--- src/rtl/tir_pkg.sv ---
package tir_pkg;

    localparam int REL_W    = 16;
    localparam int NUM_REL  = 13;
    localparam int NUM_PAIR = 3;
    localparam int POL_W    = REL_W * NUM_PAIR;

    // Bit positions of each relation inside a 16-bit code or policy slice.
    localparam int B_EQ   = 0;
    localparam int B_FI   = 1;
    localparam int B_F    = 2;
    localparam int B_SI   = 3;
    localparam int B_S    = 4;
    localparam int B_MI   = 5;
    localparam int B_M    = 6;
    localparam int B_OI   = 7;
    localparam int B_O    = 8;
    localparam int B_DI   = 9;
    localparam int B_D    = 10;
    localparam int B_AFT  = 11;
    localparam int B_BEF  = 12;

    // Only the thirteen defined relation bits may ever take part in a match.
    localparam logic [REL_W-1:0] REL_KEEP = REL_W'((1 << NUM_REL) - 1);

    // Pair slot indices; slot k uses policy[16k+15:16k].
    localparam int P_SO = 0;
    localparam int P_TS = 1;
    localparam int P_TO = 2;

    typedef struct packed {
        logic                grant;
        logic [NUM_PAIR-1:0] hit;
        logic                done;
    } res_t;

    localparam res_t RES_RST = '{grant: 1'b0, hit: '0, done: 1'b0};

endpackage

--- src/rtl/tir_rel_classify.sv ---
module tir_rel_classify
    import tir_pkg::*;
#(
    parameter int EW = 33
) (
    input  logic [EW-1:0]    xs,
    input  logic [EW-1:0]    xe,
    input  logic [EW-1:0]    ys,
    input  logic [EW-1:0]    ye,
    output logic [REL_W-1:0] code
);

    logic s_lt, s_eq, e_lt, e_eq;
    logic x_before, x_meets, x_after, x_metby;

    always_comb begin
        s_lt     = xs < ys;
        s_eq     = xs == ys;
        e_lt     = xe < ye;
        e_eq     = xe == ye;
        x_before = xe < ys;
        x_meets  = xe == ys;
        x_after  = xs > ye;
        x_metby  = xs == ye;
    end

    always_comb begin
        code = '0;
        if (x_before)                 code[B_BEF] = 1'b1;
        else if (x_meets)             code[B_M]   = 1'b1;
        else if (x_after)             code[B_AFT] = 1'b1;
        else if (x_metby)             code[B_MI]  = 1'b1;
        else if (s_eq && e_eq)        code[B_EQ]  = 1'b1;
        else if (s_eq)                code[e_lt ? B_S : B_SI] = 1'b1;
        else if (e_eq)                code[s_lt ? B_FI : B_F] = 1'b1;
        else if (!s_lt && e_lt)       code[B_D]   = 1'b1;
        else if (s_lt && !e_lt)       code[B_DI]  = 1'b1;
        else if (s_lt)                code[B_O]   = 1'b1;
        else                          code[B_OI]  = 1'b1;
    end

endmodule

--- src/rtl/tir_pair_match.sv ---
module tir_pair_match
    import tir_pkg::*;
(
    input  logic [REL_W-1:0] code,
    input  logic [REL_W-1:0] allow,
    output logic             hit
);

    logic [REL_W-1:0] allow_kept;

    always_comb begin
        allow_kept = allow & REL_KEEP;
        hit        = |(code & allow_kept);
    end

endmodule

--- src/rtl/tir_auth_check.sv ---
module tir_auth_check
    import tir_pkg::*;
#(
    parameter int TW = 32
) (
    input  logic             clk,
    input  logic             rst_n,
    input  logic             valid,
    input  logic [TW-1:0]    tnow,
    input  logic [TW-1:0]    subj_start,
    input  logic [TW-1:0]    subj_end,
    input  logic [TW-1:0]    obj_start,
    input  logic [TW-1:0]    obj_end,
    input  logic [POL_W-1:0] policy,
    output logic             grant,
    output logic [2:0]       pair_hit,
    output logic             done
);

    localparam int EW = TW + 1;

    logic [EW-1:0] now_s, now_e, sub_s, sub_e, obj_s, obj_e;
    logic [EW-1:0] xs_a [NUM_PAIR];
    logic [EW-1:0] xe_a [NUM_PAIR];
    logic [EW-1:0] ys_a [NUM_PAIR];
    logic [EW-1:0] ye_a [NUM_PAIR];
    logic [REL_W-1:0] code_a [NUM_PAIR];
    logic [NUM_PAIR-1:0] hit_raw;
    logic malformed;
    res_t res_d, res_q;

    // Widen by one bit so tnow+1 never wraps.
    always_comb begin
        now_s = {1'b0, tnow};
        now_e = {1'b0, tnow} + EW'(1);
        sub_s = {1'b0, subj_start};
        sub_e = {1'b0, subj_end};
        obj_s = {1'b0, obj_start};
        obj_e = {1'b0, obj_end};
        malformed = (sub_e <= sub_s) || (obj_e <= obj_s);

        xs_a[P_SO] = sub_s; xe_a[P_SO] = sub_e; ys_a[P_SO] = obj_s; ye_a[P_SO] = obj_e;
        xs_a[P_TS] = now_s; xe_a[P_TS] = now_e; ys_a[P_TS] = sub_s; ye_a[P_TS] = sub_e;
        xs_a[P_TO] = now_s; xe_a[P_TO] = now_e; ys_a[P_TO] = obj_s; ye_a[P_TO] = obj_e;
    end

    for (genvar k = 0; k < NUM_PAIR; k++) begin : g_pair
        tir_rel_classify #(.EW(EW)) u_cls (
            .xs   (xs_a[k]),
            .xe   (xe_a[k]),
            .ys   (ys_a[k]),
            .ye   (ye_a[k]),
            .code (code_a[k])
        );
        tir_pair_match u_mat (
            .code  (code_a[k]),
            .allow (policy[k*REL_W +: REL_W]),
            .hit   (hit_raw[k])
        );
    end

    always_comb begin
        res_d      = res_q;
        res_d.done = 1'b0;
        if (valid) begin
            res_d.done  = 1'b1;
            res_d.hit   = malformed ? '0 : hit_raw;
            res_d.grant = !malformed && (&hit_raw);
        end
    end

    always_ff @(posedge clk) begin
        if (!rst_n) res_q <= RES_RST;
        else        res_q <= res_d;
    end

    assign grant    = res_q.grant;
    assign pair_hit = res_q.hit;
    assign done     = res_q.done;


    so_onehot_chk: assert property (@(posedge clk) disable iff (!rst_n)
        !malformed |-> $countones(code_a[P_SO]) == 1);

    to_onehot_chk: assert property (@(posedge clk) disable iff (!rst_n)
        $countones(code_a[P_TO]) == 1 && $countones(code_a[P_TS]) == 1);

    no_reserved_code_chk: assert property (@(posedge clk) disable iff (!rst_n)
        code_a[P_SO][15:13] == 3'b0 && code_a[P_TS][15:13] == 3'b0 && code_a[P_TO][15:13] == 3'b0);

    grant_all_hit_chk: assert property (@(posedge clk) disable iff (!rst_n)
        grant |-> pair_hit == 3'b111);

    zero_policy_deny_chk: assert property (@(posedge clk) disable iff (!rst_n)
        valid && policy == '0 |=> !grant && pair_hit == 3'b000);

    malformed_deny_chk: assert property (@(posedge clk) disable iff (!rst_n)
        valid && (subj_end <= subj_start || obj_end <= obj_start) |=> !grant && pair_hit == 3'b000);

    done_follows_valid_chk: assert property (@(posedge clk) disable iff (!rst_n)
        valid |=> done);

    idle_hold_chk: assert property (@(posedge clk) disable iff (!rst_n)
        !valid |=> !done && $stable(grant) && $stable(pair_hit));

endmodule

--- config.mk ---
export PLATFORM = sky130hd
export DESIGN_NAME = tir_auth_check
export DESIGN_NICKNAME = d
export VERILOG_FILES = /design/src/rtl/tir_pkg.sv /design/src/rtl/tir_rel_classify.sv /design/src/rtl/tir_pair_match.sv /design/src/rtl/tir_auth_check.sv
export SDC_FILE = /design/constraint.sdc
export NUM_CORES = 1
export LEC_CHECK = 0
export CAP_MARGIN = 20
export CELL_PAD_IN_SITES_DETAIL_PLACEMENT = 0
export CELL_PAD_IN_SITES_GLOBAL_PLACEMENT = 1
export CORE_MARGIN = 5
export CORE_UTILIZATION = 35
export CTS_CLUSTER_DIAMETER = 30
export CTS_CLUSTER_SIZE = 24
export DETAILED_ROUTE_END_ITERATION = 6
export DONT_BUFFER_PORTS = 1
export GPL_ROUTABILITY_DRIVEN = 0
export PLACE_DENSITY_LB_ADDON = 0.1
export RECOVER_POWER = 100
export SYNTH_ARGS = -nofsm -noshare
export SYNTH_HDL_FRONTEND = slang
export SYNTH_HIERARCHICAL = 1
export SYNTH_SLANG_ARGS = --single-unit
--- constraint.sdc ---
create_clock -name clk -period 5.64 [get_ports clk]
set_input_delay 0 -clock clk [delete_from_list [all_inputs] [get_ports clk]]
set_output_delay 0 -clock clk [all_outputs]
set_load 0.02 [all_outputs]
# --- Yosys cells after proc, flatten, opt, wreduce, memory -nomap -nowiden ---
# Cells that the tools add are included.
# W data, S select, Z words.
totals:
  reg_bits: 5
  inputBits: 211
  output_inout_bits: 5
  wordCells: 192
op_classes:
  n_eq_ne: 12
  add_sub_neg: 1
  reduce_logical: 28
  magnitude_cmp: 26
  bitwise: 3
  mux: 119
op_table:
  columns: ["op", "count"]
  rows:
  - ["$mux W16", 18]
  - ["$eq A32 B32 Y1", 8]
  - ["$mux W15", 15]
  - ["$ge A32 B1 Y1 const B", 6]
  - ["$lt A32 B6 Y1 const B", 6]
  - ["$lt A32 B32 Y1", 5]
  - ["$eq A33 B32 Y1", 4]
  - ["$lt A33 B32 Y1", 4]
  - ["$gt A32 B32 Y1", 3]
  - ["$le A32 B32 Y1", 2]
  - ["$and A16 B13 Y16", 3]
  - ["$reduce_or A16 Y1", 3]
  - ["$mux W12", 3]
  - ["$mux W1", 34]
  - ["$add A32 B1 Y33 const B", 1]
  - ["$mux W11", 3]
  - ["$mux W10", 3]
  - ["$mux W3", 10]
  - ["$mux W5", 6]
  - ["$mux W9", 3]
  - ["$demux W1 S4", 6]
  - ["$mux W4", 6]
  - ["$mux W7", 3]
  - ["$mux W6", 3]
  - ["5 further kinds", 31]

# --- Longest topological paths before layout ---
depth:
  word_depth: 26
  depth_mapped: 20
  depth_no_buf: 20

# --- Modules after synthesis ---
# The synthesis kept the hierarchy.
by_module_without_submodules:
  columns: ["mod", "cells_per_inst", "area_each_um2", "seq_area_each_um2", "instances"]
  rows:
  - ["tir_rel_classify (g_pair[0].u_cls ...)", 424, 3211.8, 0.0, 2]
  - ["tir_rel_classify (g_pair[2].u_cls)", 430, 3316.9, 0.0, 1]
  - ["tir_auth_check", 328, 2338.5, 100.1, 1]
  - ["tir_pair_match", 8, 61.3, 0.0, 3]

# --- Worst setup path after synthesis ---
# OpenSTA, ideal clock, no wires.
synth_path:
  kind: "input to register"
  startpoint: "input tnow[3]"
  endpoint: "register res_q, in the netlist pair_hit[1]"
  t_required_ps: 5523
  setup_time_ps: 117
  n_path_buf: 0
  path_stages: 19
  setup_slack_ps: 1832
  arrival_ps: 3691
  path_cell_list: "and4_4 nand4_1 nor2_2 and3_4 and2b_1 nand2_1 xnor2_1 ha_1 a31oi_1 o21ai_0 a21o_1 a21o_1 a221oi_1 nand3b_1 nor4_1 a22o_1 a221oi_1 nand3_1 a32o_1"
synth_rtl:
  columns: ["element", "line_no", "source"]
  rows:
  - ["start, declared", "tir_auth_check.sv:9", "input logic [TW-1:0] tnow,"]
  - ["end signal, assigned", "tir_auth_check.sv:74", "else res_q <= res_d;"]
  - ["end, declared", "tir_auth_check.sv:30", "res_t res_d, res_q;"]

==> flow_summary.toml <==
[power]
ir_drop_mv = 0.0764
power_leakage_nw = 6.95
p_per_area_nw_per_um2 = 79.4

[routing]
route.vias.total = 11900
drtAntennaViolNets = 0
post_drt_wl_per_cell_um = 24.0
wl_um = 50400
viasPerCell = 5.69
routed.top_layer = "met4"
drcViolationCount = 0
wl_met1_um = 22500
route.met3.wl_um = 2520
wl_met2_um = 24400
drt_iter0_drc = 681
dr.pass1.iters = 6

[clock_tree]
cts_resized = 0
cts_tree = "done"
clock_path_buffers = 2
postCtsSetupBuffers = 0
numCtsBuffers = 3
h-tree-depth = 1
insertion_delay_ps = 220
clk_pin_slew_worst_paths_ps = 30
clockRootBuffer = "clkbuf_16"
cts_sinks = 5
cts_hold_buf = 3

[setup_path]
cp_common_cell = "nand2_1"
crit_type = "in2reg"
cpLargestDelayFamily = "simple AND/OR/NAND/NOR gates"
arrival_ps = 5270
cp_max_fo = 8
crit_slowest_cell = "dlygate4sd3_1"
path_cells = "and4_4 > nand4_1 > nor2_1 > and3_1 > and2b_1 > nand2_1 > xnor2_1 > ha_1 > and2_0 > a221o_1 > a221oi_1 > o21ai_1 > a21oi_1 > nand2_1 > nor3_1 > a222oi_1 > and3_1 > nand3_1 > nand2_1 > o22ai_2 > dlygate4sd3_1"
endpoint_kind = "flip-flop"
required_ps = 5810
cp-start-kind = "primary input"
startpoint = "tnow[3]"
slowest_delay_ps = 550
crit_buf_inv = 1
r2r_start = "pair_hit[2]"

[final_layout]
drive_gt1_frac = 0.0244
final_common_cell = "ha_1"
layout_common_cells = "ha_1 (461), inv_1 (281), a21oi_1 (154)"
nFillCells = 3712
nets = 2315
area_delta_synth_final_pct = 6.27
final_area_sq_um = 12900

[placed_design]
pre_cts_ws_ps = 814
placed_area_sq_um = 12800
placement.io_buffers = 0
dpl.hpwl_um = 45300

[yosys]
syn_area_sq_um = 12200
postSynthCellCount = 1618
synth_warnings = 6
avgSynthCellArea_sq_um = 7.53

[min_path]
min-delay-path-class = "in2reg"
holdCritStartpoint = "rst_n"

[sta]
rsz0062_at_grt = "false"
holdWs_ps = 78.2
skew_ps = 0
fin_ws_ps = 539
drv_slew = 0
final_hold_viol_count = 0
fin_crit_sh = 0.904
min_period_ps = 5100
worst_slew_pin_slew_ps = 1120
tns_ps = 0
fmax_mhz = 196
relSlewSlack = 0.249
finalSetupViolations = 0

[floorplanning]
start_util = 0.354
fp.dieW_um = 197
core_sq_um = 34500
die_area_sq_um = 38600
ios = 216
row_count = 68
dieHeight_um = 197

[grt]
grt_max_degree = 11
antenna_found_initial = 3
grt_use_total = 0.249
overflow = 0
grt_pass1_wl_um = 73900
grt_pass1_vias = 11700

[run]
cap_violations = 0

[run_status]
status = "complete, no violations"
## final cells by class
cell class	instances	area, sq um	share of cell area
flip-flops and latches	5	100	0.00773
clock buffers	4	78.8	0.00609
diodes	3	7.51	0.000580
well taps	455	569	0.0440
multi-input cells	1343	11100	0.854
inverters	281	1050	0.0815
repair buffers	9	75.1	0.00580
## flip-flops by register name, summed over array words and instances, names as in the netlist
| register | count |
|---|---|
| done | 1 |
| pair_hit | 3 |
| grant | 1 |
## power breakdown
group | switching [W] | total [W] | internal, W
Combinational | 0.000516 | 0.000873 | 0.000358
Sequential | 0.00000219 | 0.0000389 | 0.0000367
Clock | 0.0000220 | 0.000116 | 0.0000936
Total | 0.000540 | 0.00103 | 0.000488
## routing by layer
metal  global-route usage  vias to the layer above
met5                    0                        -
met2                0.452                      316
li1                     -                     6068
met1                0.324                     5512
met4               0.0375                        0
met3               0.0301                       45
## through the flow
stage,instances,util,power [W]
after floorplan,1631,-,0.000661
after global placement,2090,0.373,0.000885
after detailed placement,2090,0.373,0.000898
after CTS,2097,0.376,0.00102
after global routing,2100,0.376,0.00116
final,2100,0.376,0.00103
## final timing paths
path | slack [ps] | to | depth (start not counted)
max | 540 | pair_hit[2] | 21
min | 80 | grant | 3
max reg2reg | 4350 | pair_hit[2] | 3
min reg2reg | 560 | grant | 2
## tightest hold or removal path, stage by stage
cell and delay [ps]:
nor2b_1 140, nand2_1 70, o21ai_1 50
No activity file was read; power rests on OpenSTA's default activity.
